## src/rtl/burst_addr_pkg.sv

```systemverilog
// Shared types for the burst address generator.
// Assumes a four-beat burst, so the in-burst counter is two bits wide.
package burst_addr_pkg;
    localparam int unsigned BEAT_W = 2;
    typedef logic [BEAT_W-1:0] beat_t;
    typedef enum logic {
        ORD_LINEAR     = 1'b0,
        ORD_INTERLEAVE = 1'b1
    } order_e;
endpackage

```

## src/rtl/bac_strobe_arb.sv

```systemverilog
// Strobe qualification and priority.
// Decides whether a burst opens on this edge, and which strobe opened it.
// Assumes ce_rest already combines every enable except the first one.
module bac_strobe_arb (
    input  logic ce1_n,
    input  logic ce_rest,
    input  logic pstb_n,
    input  logic cstb_n,
    output logic take_load,
    output logic take_proc
);
    logic selected;
    logic proc_ok;
    logic ctrl_ok;

    // Qualify each strobe with chip selection; the processor strobe also needs ce1_n low.
    always_comb begin
        selected  = !ce1_n && ce_rest;
        proc_ok   = selected && !pstb_n;
        ctrl_ok   = selected && !cstb_n;
        take_proc = proc_ok;
        take_load = proc_ok || ctrl_ok;
    end

    // Check that an inactive first enable blocks any load.
    always_comb begin

        proc_gate_chk: assert (!(ce1_n && take_load));
    end
endmodule

```

## src/rtl/bac_beat_ctr.sv

```systemverilog
// Start-value and beat-count registers.
// Stores the captured start bits and the number of beats advanced so far.
// Assumes load has priority over step.
module bac_beat_ctr
    import burst_addr_pkg::*;
(
    input  logic  clk,
    input  logic  rst_n,
    input  logic  load,
    input  beat_t start_in,
    input  logic  step,
    output beat_t start_q,
    output beat_t beat_q
);
    // Capture the start bits on load and clear them on reset.
    always_ff @(posedge clk) begin
        if (!rst_n)
            start_q <= '0;
        else if (load)
            start_q <= start_in;
    end

    // Restart the count on load, otherwise increment it on step; it wraps modulo four.
    always_ff @(posedge clk) begin
        if (!rst_n)
            beat_q <= '0;
        else if (load)
            beat_q <= '0;
        else if (step)
            beat_q <= beat_t'(beat_q + 1'b1);
    end


    step_inc_chk: assert property (@(posedge clk) disable iff (!rst_n)
        (step && !load) |=> (beat_q == beat_t'($past(beat_q) + 1'b1)));


    hold_cnt_chk: assert property (@(posedge clk) disable iff (!rst_n)
        (!step && !load) |=> $stable(beat_q) && $stable(start_q));


    load_clr_chk: assert property (@(posedge clk) disable iff (!rst_n)
        load |=> (beat_q == '0) && (start_q == $past(start_in)));
endmodule

```

## src/rtl/bac_order_map.sv

```systemverilog
// Low-bit order mapping.
// Combines the start value and the beat count into the low address bits.
// Interleaved order is a bitwise XOR; linear order is a modulo-four sum.
// Assumes the order input stays steady during a burst.
module bac_order_map
    import burst_addr_pkg::*;
(
    input  beat_t start,
    input  beat_t beat,
    input  logic  ilv,
    output beat_t lo
);
    beat_t xor_lo;
    beat_t sum_lo;

    // One XOR per bit for the interleaved order.
    for (genvar b = 0; b < BEAT_W; b++) begin : g_xor
        assign xor_lo[b] = start[b] ^ beat[b];
    end

    // Modulo-four sum for the linear order, then the mode select.
    always_comb begin
        sum_lo = beat_t'(start + beat);
        lo     = (order_e'(ilv) == ORD_INTERLEAVE) ? xor_lo : sum_lo;
    end

    // Check that the first beat always presents the start bits, whatever the order.
    always_comb begin

        first_beat_chk: assert (!(beat == '0) || (lo == start));
    end
endmodule

```

## src/rtl/burst_addr_gen.sv

```systemverilog
// Wraparound burst address generator (top).
// Opens a four-beat burst on a qualified strobe and steps the low two address bits
// in interleaved or linear order on each advance. The upper bits stay fixed
// for the whole burst.
// Assumes chip enables other than the first arrive pre-decoded in ce_rest.
module burst_addr_gen
    import burst_addr_pkg::*;
#(
    parameter int unsigned ADDR_W = 17
) (
    input  logic              clk,
    input  logic              rst_n,
    input  logic              ce1_n,
    input  logic              ce_rest,
    input  logic              pstb_n,
    input  logic              cstb_n,
    input  logic              adv_n,
    input  logic              order_ilv,
    input  logic [ADDR_W-1:0] addr_in,
    output logic [ADDR_W-1:0] word_addr,
    output logic [BEAT_W-1:0] beat_idx,
    output logic              open_by_proc
);
    localparam int unsigned HI_W = ADDR_W - BEAT_W;

    logic            take_load;
    logic            take_proc;
    beat_t           start_q;
    beat_t           beat_q;
    beat_t           lo_bits;
    logic [HI_W-1:0] hi_q;
    logic            src_q;

    bac_strobe_arb u_arb (
        .ce1_n     (ce1_n),
        .ce_rest   (ce_rest),
        .pstb_n    (pstb_n),
        .cstb_n    (cstb_n),
        .take_load (take_load),
        .take_proc (take_proc)
    );

    bac_beat_ctr u_ctr (
        .clk      (clk),
        .rst_n    (rst_n),
        .load     (take_load),
        .start_in (addr_in[BEAT_W-1:0]),
        .step     (!adv_n),
        .start_q  (start_q),
        .beat_q   (beat_q)
    );

    bac_order_map u_map (
        .start (start_q),
        .beat  (beat_q),
        .ilv   (order_ilv),
        .lo    (lo_bits)
    );

    // Hold the upper address bits and the opening strobe for the whole burst.
    always_ff @(posedge clk) begin
        if (!rst_n) begin
            hi_q  <= '0;
            src_q <= 1'b0;
        end else if (take_load) begin
            hi_q  <= addr_in[ADDR_W-1:BEAT_W];
            src_q <= take_proc;
        end
    end

    // Assemble the output address from the held upper bits and the mapped low bits.
    always_comb begin
        word_addr    = {hi_q, lo_bits};
        beat_idx     = beat_q;
        open_by_proc = src_q;
    end


    open_addr_chk: assert property (@(posedge clk) disable iff (!rst_n)
        take_load |=> (word_addr == $past(addr_in)) && (beat_idx == '0));


    proc_prio_chk: assert property (@(posedge clk) disable iff (!rst_n)
        (!pstb_n && !cstb_n && !ce1_n && ce_rest) |=> open_by_proc);


    desel_hold_chk: assert property (@(posedge clk) disable iff (!rst_n)
        (ce1_n || !ce_rest) |=> $stable(word_addr[ADDR_W-1:BEAT_W]) && $stable(open_by_proc));


    upper_fixed_chk: assert property (@(posedge clk) disable iff (!rst_n)
        !take_load |=> $stable(word_addr[ADDR_W-1:BEAT_W]));


    suspend_chk: assert property (@(posedge clk) disable iff (!rst_n)
        (adv_n && !take_load) |=> $stable(beat_idx));
endmodule

```

## config.mk

```make
export PLATFORM = sky130hd
export DESIGN_NAME = burst_addr_gen
export DESIGN_NICKNAME = d
export VERILOG_FILES = /design/src/rtl/burst_addr_pkg.sv /design/src/rtl/bac_strobe_arb.sv /design/src/rtl/bac_beat_ctr.sv /design/src/rtl/bac_order_map.sv /design/src/rtl/burst_addr_gen.sv
export SDC_FILE = /design/constraint.sdc
export NUM_CORES = 1
export LEC_CHECK = 0
export ABC_AREA = 1
export BUFFER_PORTS_ARGS = -buffer_cell sky130_fd_sc_hd__buf_2
export CORE_UTILIZATION = 45
export CTS_CLUSTER_DIAMETER = 40
export DETAILED_ROUTE_END_ITERATION = 12
export GPL_ROUTABILITY_DRIVEN = 0
export HOLD_SLACK_MARGIN = 0.1
export PLACE_DENSITY = 0.79
export SLEW_MARGIN = 20
export SYNTH_ARGS = -nofsm -noshare
export SYNTH_HDL_FRONTEND = slang
export SYNTH_SLANG_ARGS = --single-unit
```

## constraint.sdc

```tcl
create_clock -name clk -period 1.34 [get_ports clk]
set_input_delay 0.134 -clock clk [delete_from_list [all_inputs] [get_ports clk]]
set_output_delay 0.134 -clock clk [all_outputs]
set_load 0.005 [all_outputs]
```

; Yosys cells after proc, flatten, opt, wreduce, memory -nomap -nowiden
; Index checks and enable logic that the tools add are counted.
[op_classes]
n_addsub = 2
n_mux = 1
n_bitwise = 3
reduce_logical = 8
[ops]
columns = operator, n
row1 = $logic_and A1 B1 Y1, 3
row2 = $logic_not A1 Y1, 3
row3 = $add A2 B1 Y2 const B, 1
row4 = $add A2 B2 Y2, 1
row5 = $mux W2, 1
row6 = $reduce_or A2 Y1, 1
row7 = $xor A1 B1 Y1, 2
row8 = $logic_or A1 B1 Y1, 1
row9 = $not A1 Y1, 1
[word_totals]
reg_bits = 20
input_bits = 25
output_inout_bits = 20
word_cells = 18

; Logic depth before layout (Yosys ltp)
[logic_depth]
word_depth = 5
depth_mapped = 6
ltp_nobuf = 6

; Modules after synthesis
; Synthesis repeated with hierarchy kept, for this count alone.
[unflattened]
hier_cells = 144
hier_area_um2 = 922.1
[by_module_without_submodules]
columns = module, instances, cells_per_inst, area_per_inst_um2, seq_area_each_um2
row1 = burst_addr_gen, 1, 102, 678.2, 320.3
row2 = bac_beat_ctr, 1, 21, 151.4, 80.1
row3 = bac_order_map, 1, 15, 67.6, 0.0
row4 = bac_strobe_arb, 1, 6, 25.0, 0.0

; Least setup slack after synthesis
; No wires, ideal clock.
[synth_path]
kind = flip-flop to output port
start = reg u_ctr.beat_q[0]
end = out word_addr[1]
arrival_time_ns = 0.748
required_time_ns = 1.206
slack_ns = 0.458
path_stages_with_launch = 6
path_buffers = 0
path_cell_list = dfxtp_1 -> ha_1 -> nand2_1 -> nand2_1 -> nand2_1 -> inv_1
[synth_via]
elab_chain_len = 2
[synth_rtl]
columns = item, line
row1 = from (decl), bac_beat_ctr.sv:13  ; output beat_t beat_q
row2 = from (signal assigned), bac_beat_ctr.sv:30  ; beat_q <= beat_t'(beat_q + 1'b1);
row3 = $add A2 B2 Y2, bac_order_map.sv:23  ; sum_lo = beat_t'(start + beat);
row4 = $mux W2, bac_order_map.sv:24  ; lo = (order_e'(ilv) == ORD_INTERLEAVE) ? xor_lo : sum_lo;
row5 = to (decl), burst_addr_gen.sv:20  ; output logic [ADDR_W-1:0] word_addr,
; Every way passes these cells.

; Final worst setup path
[layout_path]
start = reg u_ctr.start_q[0]
end = out word_addr[1]
[layout_via]
elab_chain_len = 2
[layout_rtl]
columns = item, line
row1 = from (decl), bac_beat_ctr.sv:12  ; output beat_t start_q,
row2 = from (signal assigned), bac_beat_ctr.sv:20  ; start_q <= start_in;
row3 = $add A2 B2 Y2, bac_order_map.sv:23
row4 = $mux W2, bac_order_map.sv:24
; Every way passes these cells.

==> out/metrics.yaml <==
timing:
  setup_violations: 0
  drv_slew: 0
  clock_skew_ns: 0.0001196
  hold_viol_final: 0
  fin_tns_setup_ns: 0
  finalWorstSetupSlack_ns: 0.07383
  fin_crit_ns: 1.266
  finalCritPeriodShare_pct: 94.49
  max_freq_ghz: 0.7898
  rsz0062_at_grt: "false"
  slew-limit-headroom_pct: 71.80
  worst_pin_slew_ns: 0.4230
cells_and_area:
  area_growth_pct: 27.96
  fillers: 206
  n_antenna_cell: 0
  drive_gt1_share_pct: 33.51
  instances_no_fill: 215
  fin_util_pct: 64.22
  final_nets: 215
synth:
  syn-instance-count: 142
  synth_commonest_cells: "nand2_1 (29), inv_1 (23), dfxtp_1 (20), nand3_1 (20), nor2_1 (20)"
  ys_seq_area_share_pct: 39.07
  synth_most_common_cell: "nand2_1"
  synth_top_cell_by_area: "dfxtp_1"
  yosysWarnings: 0
  synth.cell_area_um2: 1025
  yosys-top-cells-area: "dfxtp_1 (39%), nand2_1 (11%), nand3_1 (9.8%), inv_1 (8.4%), nor2_1 (7.3%)"
  synth_flop_cell: "dfxtp_1"
  synth_edf_count: 0
  synth_top_cell_area_share_pct: 39.07
  syn_avg_cell_area_um2: 7.216
  ys_ff_latch: 20
  synthArstFlopShare_pct: 0
  syn_nets: 168
  synth_cell_type_count: 17
route:
  ant_nets: 0
  viasPerCell: 4.772
  drt_iter0_drc: 15
  route.detailed.drc: 0
  wl_per_cell_um: 10.11
  vias: 1026
  drt-total-wl_um: 2173
  drt-pass1-iter-count: 5
clock_tree:
  root_buffer: "clkbuf_4"
  cts_made_buffers: 3
  clk_pin_slew_ns: 0.12
  clock_path_buffers: 2
  cts_sinks: 20
  cts_tree: "yes"
  cts_max_level: 1
  clk_latency_ns: 0.30
pwr:
  power_mw: 1.402
  p_per_area_nw_per_um2: 1069
  power_frac_comb_pct: 17.9
  p_leak_nw: 0.7427
  switching_share_pct: 24.58
  clockPowerShare_pct: 35.2
  power_switching_mw: 0.3446
  internal_power_mw: 1.057
  vdd_drop_max_mv: 0.6607
  seq_power_share_pct: 46.9
job:
  maxCapViolCount: 0
floorplan:
  start_util_pct: 50.18
  core_area_um2: 2042
  ios: 45
  dieWidth_um: 49.72
  die_y_um: 49.72
  die_area_um2: 2472
  rows: 16
global_route:
  grt_pass1_wl_um: 3601
  grtUsageTotal_pct: 18.80
  antenna_found_initial: 0
  grt_pass1_vias: 886
  grt_start_max_net_pins: 35
  grt-ovfl-total: 0
hold_path:
  min_path_type: "in2reg"
placed_design:
  place_hpwl_um: 1559
  port_buffers: 44
  place_inst: 208
  dp_slack_ns: 0.2772
critical_path:
  crit_type: "reg2out"
  start_kind: "flip-flop"
  cp_data_required_time_ns: 1.21
  crit_arrival_ns: 1.13
  endpoint_kind: "output port"
  cp_max_fo: 2
status:
  run_status: "finished clean"
kinds of logic (layout without fill, tap and decap cells):
logic type | count (synthesis) | in the layout | share of synthesized area [%]
AND/OR/NAND/NOR | 73 | 73 | 31.62
buffers and inverters | 31 | 77 | 18.31
flip-flops | 20 | 20 | 39.07
AO/OA/AOI/OAI | 17 | 17 | 9.767
adder cells (fa/ha/maj) | 1 | 1 | 1.221
power groups by stage:
| stage | clock, mW | combinational [mW] | sequential, mW |
|---|---|---|---|
| 4_1_cts | 0.499 | 0.250 | 0.655 |
| 3_5_place_dp | 0 | 0.239 | 0.669 |
| 3_3_place_gp | 0 | 0.230 | 0.668 |
| 2_1_floorplan | 0 | 0.157 | 0.671 |
| 5_1_grt | 0.520 | 0.286 | 0.662 |
| 6_report | 0.493 | 0.251 | 0.658 |
placed cells by master (no fill, tap or decap):
cell type / instances
nand2_1: 28
clkbuf_4: 3
a21oi_2: 4
nor2_1: 20
nand3b_1: 1
a21oi_1: 13
dfxtp_2: 3
buf_4: 3
dfxtp_1: 17
buf_12: 1
nand3_1: 20
bufinv_16: 1
ha_4: 1
nor2_8: 1
nand2_2: 2
inv_1: 23
buf_2: 44
dlygate4sd3_1: 2
nand4_1: 1
worst paths after layout:
check	start	to	slack (ns)	cells past startpoint
max	u_ctr.start_q[0]$_SDFFE_PN0P_	word_addr[1]	0.07	6
min	addr_in[0]	u_ctr.start_q[0]$_SDFFE_PN0P_	0.14	5
max reg2reg	u_ctr.beat_q[0]$_SDFFE_PP0N_	u_ctr.beat_q[1]$_SDFFE_PP0N_	0.51	5
min reg2reg	open_by_proc$_SDFFE_PN0P_	open_by_proc$_SDFFE_PN0P_	0.48	2
cell type report:
class / count / area [um2] / share of cell area, %
well taps: 27 / 33.78 / 2.576
flip-flops and latches: 20 / 404.1 / 30.82
inverters: 23 / 86.33 / 6.584
clock inverters: 1 / 30.03 / 2.290
multi-input cells: 91 / 451.7 / 34.45
repair buffers: 50 / 282.8 / 21.56
clock buffers: 3 / 22.52 / 1.718
routing by layer:
layer / GRT usage [%] / part of all wire, % / vias to the layer above
met4: 9.524 / 1.9 / 0
li1: - / - / 532
met2: 33.78 / 53 / 29
met3: 3.704 / 4.5 / 5
met1: 20.64 / 40 / 460
met5: 0 / 0 / -
stage by stage:
| stage | hold slack, ns | cell area [um2] |
|---|---|---|
| after global placement | 0.4251 | 1212 |
| after floorplan | 0.2733 | 1025 |
| after global routing | 0.1397 | 1311 |
| after detailed placement | 0.4343 | 1212 |
| after CTS | 0.1364 | 1294 |
| final | 0.1357 | 1311 |
worst max-delay path, stage by stage, from the launching register on:
cell and delay [ns]:
dfxtp_2 0.36, ha_4 0.16, nand2_2 0.05, nand2_1 0.05, nand2_1 0.06, inv_1 0.03, buf_2 0.11
registers in the layout, indices dropped and copies added, names as in the netlist:
| name | cells |
|---|---|
| u_ctr.beat_q | 2 |
| u_ctr.start_q | 2 |
| open_by_proc | 1 |
| hi_q | 15 |
repair_timing:
item | in CTS | in global routing
buffers inserted | 1 | 0
hold buffers | 2 | 0
endpoints found under the hold margin | 2 | 0
endpoints found under the setup margin | 1 | 1
resized for setup | 1 | 5
Power figures use the tool's default switching activity.
